--- config.mk ---
export PLATFORM = sky130hd
export DESIGN_NAME = loc_access_arbiter
export DESIGN_NICKNAME = d
export VERILOG_FILES = /design/src/rtl/loc_arb_pkg.sv /design/src/rtl/loc_arb_ctrl.sv /design/src/rtl/loc_arb_dp.sv /design/src/rtl/loc_access_arbiter.sv
export SDC_FILE = /design/constraint.sdc
export NUM_CORES = 1
export LEC_CHECK = 0
export BUFFER_PORTS_ARGS = -buffer_cell sky130_fd_sc_hd__buf_2
export CAP_MARGIN = 5
export CORE_ASPECT_RATIO = 0.9
export CORE_MARGIN = 4
export CORE_UTILIZATION = 30
export DETAILED_ROUTE_END_ITERATION = 7
export GPL_ROUTABILITY_DRIVEN = 0
export GPL_TIMING_DRIVEN = 0
export SKIP_LAST_GASP = 1
export SLEW_MARGIN = 15
export SYNTH_ARGS = -nofsm -noshare
export SYNTH_HDL_FRONTEND = slang
export SYNTH_SLANG_ARGS = --single-unit
export TNS_END_PERCENT = 5
--- constraint.sdc ---
create_clock -name clk -period 1.7 [get_ports clk]
set_input_delay 0.085 -clock clk [delete_from_list [all_inputs] [get_ports clk]]
set_output_delay 0.085 -clock clk [all_outputs]
set_load 0.005 [all_outputs]
--- src/rtl/loc_arb_pkg.sv ---
package loc_arb_pkg;
  localparam int LOC_W      = 3;
  localparam int BIT_VALID  = 7;
  localparam int BIT_ACTIVE = 5;
  localparam int BIT_PEND   = 2;
  localparam int BIT_REQ    = 1;

  // Strobes from the decoder to the ownership state.
  typedef struct packed {
    logic             reqHit;
    logic             relHit;
    logic [LOC_W-1:0] loc;
  } arbStrobe_t;
endpackage

--- src/rtl/loc_arb_ctrl.sv ---
module loc_arb_ctrl
  import loc_arb_pkg::*;
#(
  parameter int ADDR_W  = 15,
  parameter int WIN_LSB = 12,
  parameter int NUM_LOC = 5
) (
  input  logic              wrEn,
  input  logic [ADDR_W-1:0] addr,
  input  logic [7:0]        wrData,
  output arbStrobe_t        strb,
  output logic              rdHit,
  output logic [LOC_W-1:0]  rdLoc
);
  localparam int WIN_W = ADDR_W - WIN_LSB;

  logic [WIN_W-1:0] winIdx;
  logic             offZero;
  logic             winHit;

  assign winIdx  = addr[ADDR_W-1:WIN_LSB];
  assign offZero = (addr[WIN_LSB-1:0] == '0);
  assign winHit  = offZero && (int'(winIdx) < NUM_LOC);

  assign rdHit = winHit;
  assign rdLoc = LOC_W'(winIdx);

  always_comb begin
    strb.loc    = LOC_W'(winIdx);
    strb.reqHit = wrEn && winHit && wrData[BIT_REQ];
    strb.relHit = wrEn && winHit && wrData[BIT_ACTIVE];
  end
endmodule

--- src/rtl/loc_arb_dp.sv ---
module loc_arb_dp
  import loc_arb_pkg::*;
#(
  parameter int NUM_LOC = 5
) (
  input  logic               clk,
  input  logic               rstN,
  input  arbStrobe_t         strb,
  input  logic               rdHit,
  input  logic [LOC_W-1:0]   rdLoc,
  output logic [7:0]         rdData,
  output logic [NUM_LOC-1:0] ownerVec,
  output logic [NUM_LOC-1:0] pendVec
);
  logic [NUM_LOC-1:0] locBit;
  logic [NUM_LOC-1:0] nextOwner;
  logic [NUM_LOC-1:0] nextPend;
  logic [NUM_LOC-1:0] lowPend;
  logic               isOwner;
  logic [7:0]         accByte [NUM_LOC];

  assign locBit  = {{(NUM_LOC-1){1'b0}}, 1'b1} << strb.loc;
  assign isOwner = |(ownerVec & locBit);
  assign lowPend = pendVec & (~pendVec + {{(NUM_LOC-1){1'b0}}, 1'b1});

  always_comb begin
    nextOwner = ownerVec;
    nextPend  = pendVec;
    if (strb.relHit && isOwner) begin
      nextOwner = lowPend;
      nextPend  = pendVec & ~lowPend;
    end else if (strb.reqHit && !isOwner) begin
      if (ownerVec == '0) nextOwner = locBit;
      else                nextPend  = pendVec | locBit;
    end
  end

  always_ff @(posedge clk) begin
    if (!rstN) begin
      ownerVec <= '0;
      pendVec  <= '0;
    end else begin
      ownerVec <= nextOwner;
      pendVec  <= nextPend;
    end
  end

  for (genvar i = 0; i < NUM_LOC; i++) begin : g_acc
    always_comb begin
      accByte[i]             = 8'h00;
      accByte[i][BIT_VALID]  = 1'b1;
      accByte[i][BIT_ACTIVE] = ownerVec[i];
      accByte[i][BIT_PEND]   = pendVec[i];
    end
  end

  always_comb begin
    rdData = 8'h00;
    for (int i = 0; i < NUM_LOC; i++) begin
      if (rdHit && (int'(rdLoc) == i)) rdData = accByte[i];
    end
  end
endmodule

--- src/rtl/loc_access_arbiter.sv ---
module loc_access_arbiter
  import loc_arb_pkg::*;
#(
  parameter int NUM_LOC = 5,
  parameter int ADDR_W  = 15,
  parameter int WIN_LSB = 12
) (
  input  logic              clk,
  input  logic              rstN,
  input  logic              wrEn,
  input  logic [ADDR_W-1:0] addr,
  input  logic [7:0]        wrData,
  output logic [7:0]        rdData
);
  arbStrobe_t         strb;
  logic               rdHit;
  logic [LOC_W-1:0]   rdLoc;
  logic [NUM_LOC-1:0] ownerVec;
  logic [NUM_LOC-1:0] pendVec;

  loc_arb_ctrl #(
    .ADDR_W(ADDR_W), .WIN_LSB(WIN_LSB), .NUM_LOC(NUM_LOC)
  ) ctrl_i (
    .wrEn(wrEn), .addr(addr), .wrData(wrData),
    .strb(strb), .rdHit(rdHit), .rdLoc(rdLoc)
  );

  loc_arb_dp #(.NUM_LOC(NUM_LOC)) dp_i (
    .clk(clk), .rstN(rstN), .strb(strb), .rdHit(rdHit), .rdLoc(rdLoc),
    .rdData(rdData), .ownerVec(ownerVec), .pendVec(pendVec)
  );
endmodule

==> impl_metrics.env <==
export IMPL_status="finished with violations"
export IMPL_violations="setup timing"
export IMPL_via_count=848
export IMPL_row_count=17
export IMPL_required_ps=1860
export IMPL_grt_pass1_vias=735
export IMPL_port_buffers=20
export IMPL_finish_utilization_pct=40.7
export IMPL_wirelength_mm=2.18
export IMPL_setup_viol=1
export IMPL_syn_area_per_cell_um2=9.21
export IMPL_cts_root_buf="clkbuf_4"
export IMPL_period_needed_ps=1720
export IMPL_synth_distinct_cells=50
export IMPL_critPathArrivalTime_ps=1880
export IMPL_wl_per_cell_um=14.9
export IMPL_placed_area_um2=988
export IMPL_io_pins=34
export IMPL_cts_tree="built"
export IMPL_cts_max_level=1
export IMPL_cts_setup_buffers=0
export IMPL_clock_sinks=10
export IMPL_dp_hpwl_mm=1.64
export IMPL_synth_edf_count=0
export IMPL_grt_max_degree=11
export IMPL_setup_ws_ps=-18.2
export IMPL_routed_via_density=5.81
export IMPL_synth_top_area_share_pct=23.9
export IMPL_async_reset_ff_share_pct=0
export IMPL_r2r_cells=5
export IMPL_whs_path_depth=3
export IMPL_rsz0062_at_grt="true"
export IMPL_dieArea_mm2=0.00371
export IMPL_drt_initial_drc_count=64
export IMPL_syn_cell_area_um2=838
export IMPL_finalHoldViolCount=0
export IMPL_synth_area_leaders="dfxtp_1 (24%), buf_4 (5.4%), o211a_1 (3.6%)"
export IMPL_grt_usage_pct=11.4
export IMPL_grt_pass1_wl_mm=3.35
export IMPL_drive_gt1_share_pct=38.1
export IMPL_initial_utilization_pct=32.8
export IMPL_ys_ff_latch=10
export IMPL_finish_instance_area_mm2=0.00104
export IMPL_nets=146
export IMPL_hold_path_class="input pin to register"
export IMPL_firstDrtPassIters=4
export IMPL_synth_most_common_cell="dfxtp_1"
export IMPL_fin_worst_skew_ps=5.11
export IMPL_cp_start_kind="register"
export IMPL_slew_violations=0
export IMPL_ys_flop_type="dfxtp_1"
export IMPL_yosysTopAreaCell="dfxtp_1"
export IMPL_netlist_instances=91
export IMPL_ys_warn_count=0
export IMPL_cts_path_max_buffers=2
export IMPL_antenna_found_initial=0
export IMPL_power_leakage_uw=0.000445
export IMPL_clk_pin_slew_worst_paths_ps=70
export IMPL_synth_top_cells_by_count="dfxtp_1 (10), buf_4 (6), nand2_1 (5)"
export IMPL_area_delta_synth_final_pct=23.9
export IMPL_cts_buffers=3
export IMPL_end_kind="register"
export IMPL_clk_insertion_delay_late_ps=270
export IMPL_vdd_drop_max_v=0.000226
export IMPL_diodes=0
export IMPL_final_antenna_net_count=0
export IMPL_power_density_mw_per_mm2=466
export IMPL_fin_crit_sh_pct=101
export IMPL_seq_area_frac_synth_pct=23.9
export IMPL_cap_violations=0
export IMPL_core_area_mm2=0.00255
export IMPL_die_x_um=63.7
export IMPL_worstSetupPathType="register to register"
export IMPL_route_detailed_drc=0
export IMPL_fmax_mhz=582
export IMPL_die_height_um=58.2
export IMPL_cp_max_fo=6
export IMPL_overflow=0
sequential cells by signal, indices dropped and copies added (netlist names):
signal	cells
dp_i.ownerVec	5
dp_i.pendVec	5
per-layer routing:
metal,GRT usage (%),share of wire [%],wire length [µm],vias to the layer above
met4,4.62,1.5,33,0
met3,2.71,10,225,5
met2,17.1,40,879,49
li1,-,-,-,410
met1,15.8,48,1040,384
met5,0,0,0,-
cell usage in the layout (no fill, tap or decap), types with 2 or more instances in the layout:
cell type	count
or3_1	2
o211ai_1	4
o221a_1	2
nor2_1	2
clkbuf_4	3
inv_1	2
nand2b_1	2
a21oi_1	2
nor4_1	3
o311a_1	2
buf_4	6
conb_1	5
o211a_1	3
nor2b_1	4
nand3b_1	2
nand2_1	5
buf_2	22
nand3_1	2
nor3_1	2
dfxtp_1	9
a31o_1	2
critical path: stages (launching register included):
cell and delay [ps]:
dfxtp_1 480, nand3b_1 170, a21oi_4 230, o2111ai_4 190
o311a_1 360, a31o_1 180
power breakdown:
group / internal (µW) / total, µW / switching (µW)
Clock: 81.9 / 165 / 82.9
Sequential: 234 / 234 / 0.0111
Combinational: 39.3 / 85.4 / 46.2
repair_timing:
item,in CTS,in global routing
setup endpoints to repair,0,8
hold buffers,0,0
resized for setup,0,5
cells by family (layout without fill, tap and decap cells):
family	after synthesis	count (layout)	share of synthesized area, %
AOI/OAI and AO/OA	29	29	32.1
buffers and inverters	13	36	9.70
DFF	10	10	23.9
muxes	2	2	3.88
other	1	5	0.447
and+or+nand+nor	36	36	30.0
final cells by class:
cell class                      count  area, µm²
Fill cell                         247       1510
Multi-Input combinational cell     72        598
Sequential cell                    10        201
Timing Repair Buffer               20        100
Buffer                             11       73.8
Tap cell                           28       35.0
Clock buffer                        3       22.5
Inverter                            2       7.51
per-stage QoR:
| step | setup TNS [ps] | hold WS, ps | std cells | worst slack [ps] | total power [µW] |
|---|---|---|---|---|---|
| after floorplan | 0 | 330 | 95 | 174 | 288 |
| after global placement | 0 | 506 | 143 | 49.4 | 320 |
| after detailed placement | 0 | 511 | 143 | 19.8 | 320 |
| after CTS | 0 | 239 | 146 | 10.9 | 481 |
| after global routing | -358 | 260 | 146 | -83.0 | 501 |
| final | -18.2 | 246 | 146 | -18.2 | 484 |
worst paths after layout:
check	from	slack (ps)	end
hold reg to reg	dp_i.ownerVec[3]	550	dp_i.ownerVec[3]
hold / removal	wrEn	250	dp_i.pendVec[0]
setup / recovery	dp_i.ownerVec[4]	-20	dp_i.pendVec[4]
setup reg to reg	dp_i.ownerVec[4]	-20	dp_i.pendVec[4]
(Power assumes the default switching activity.)
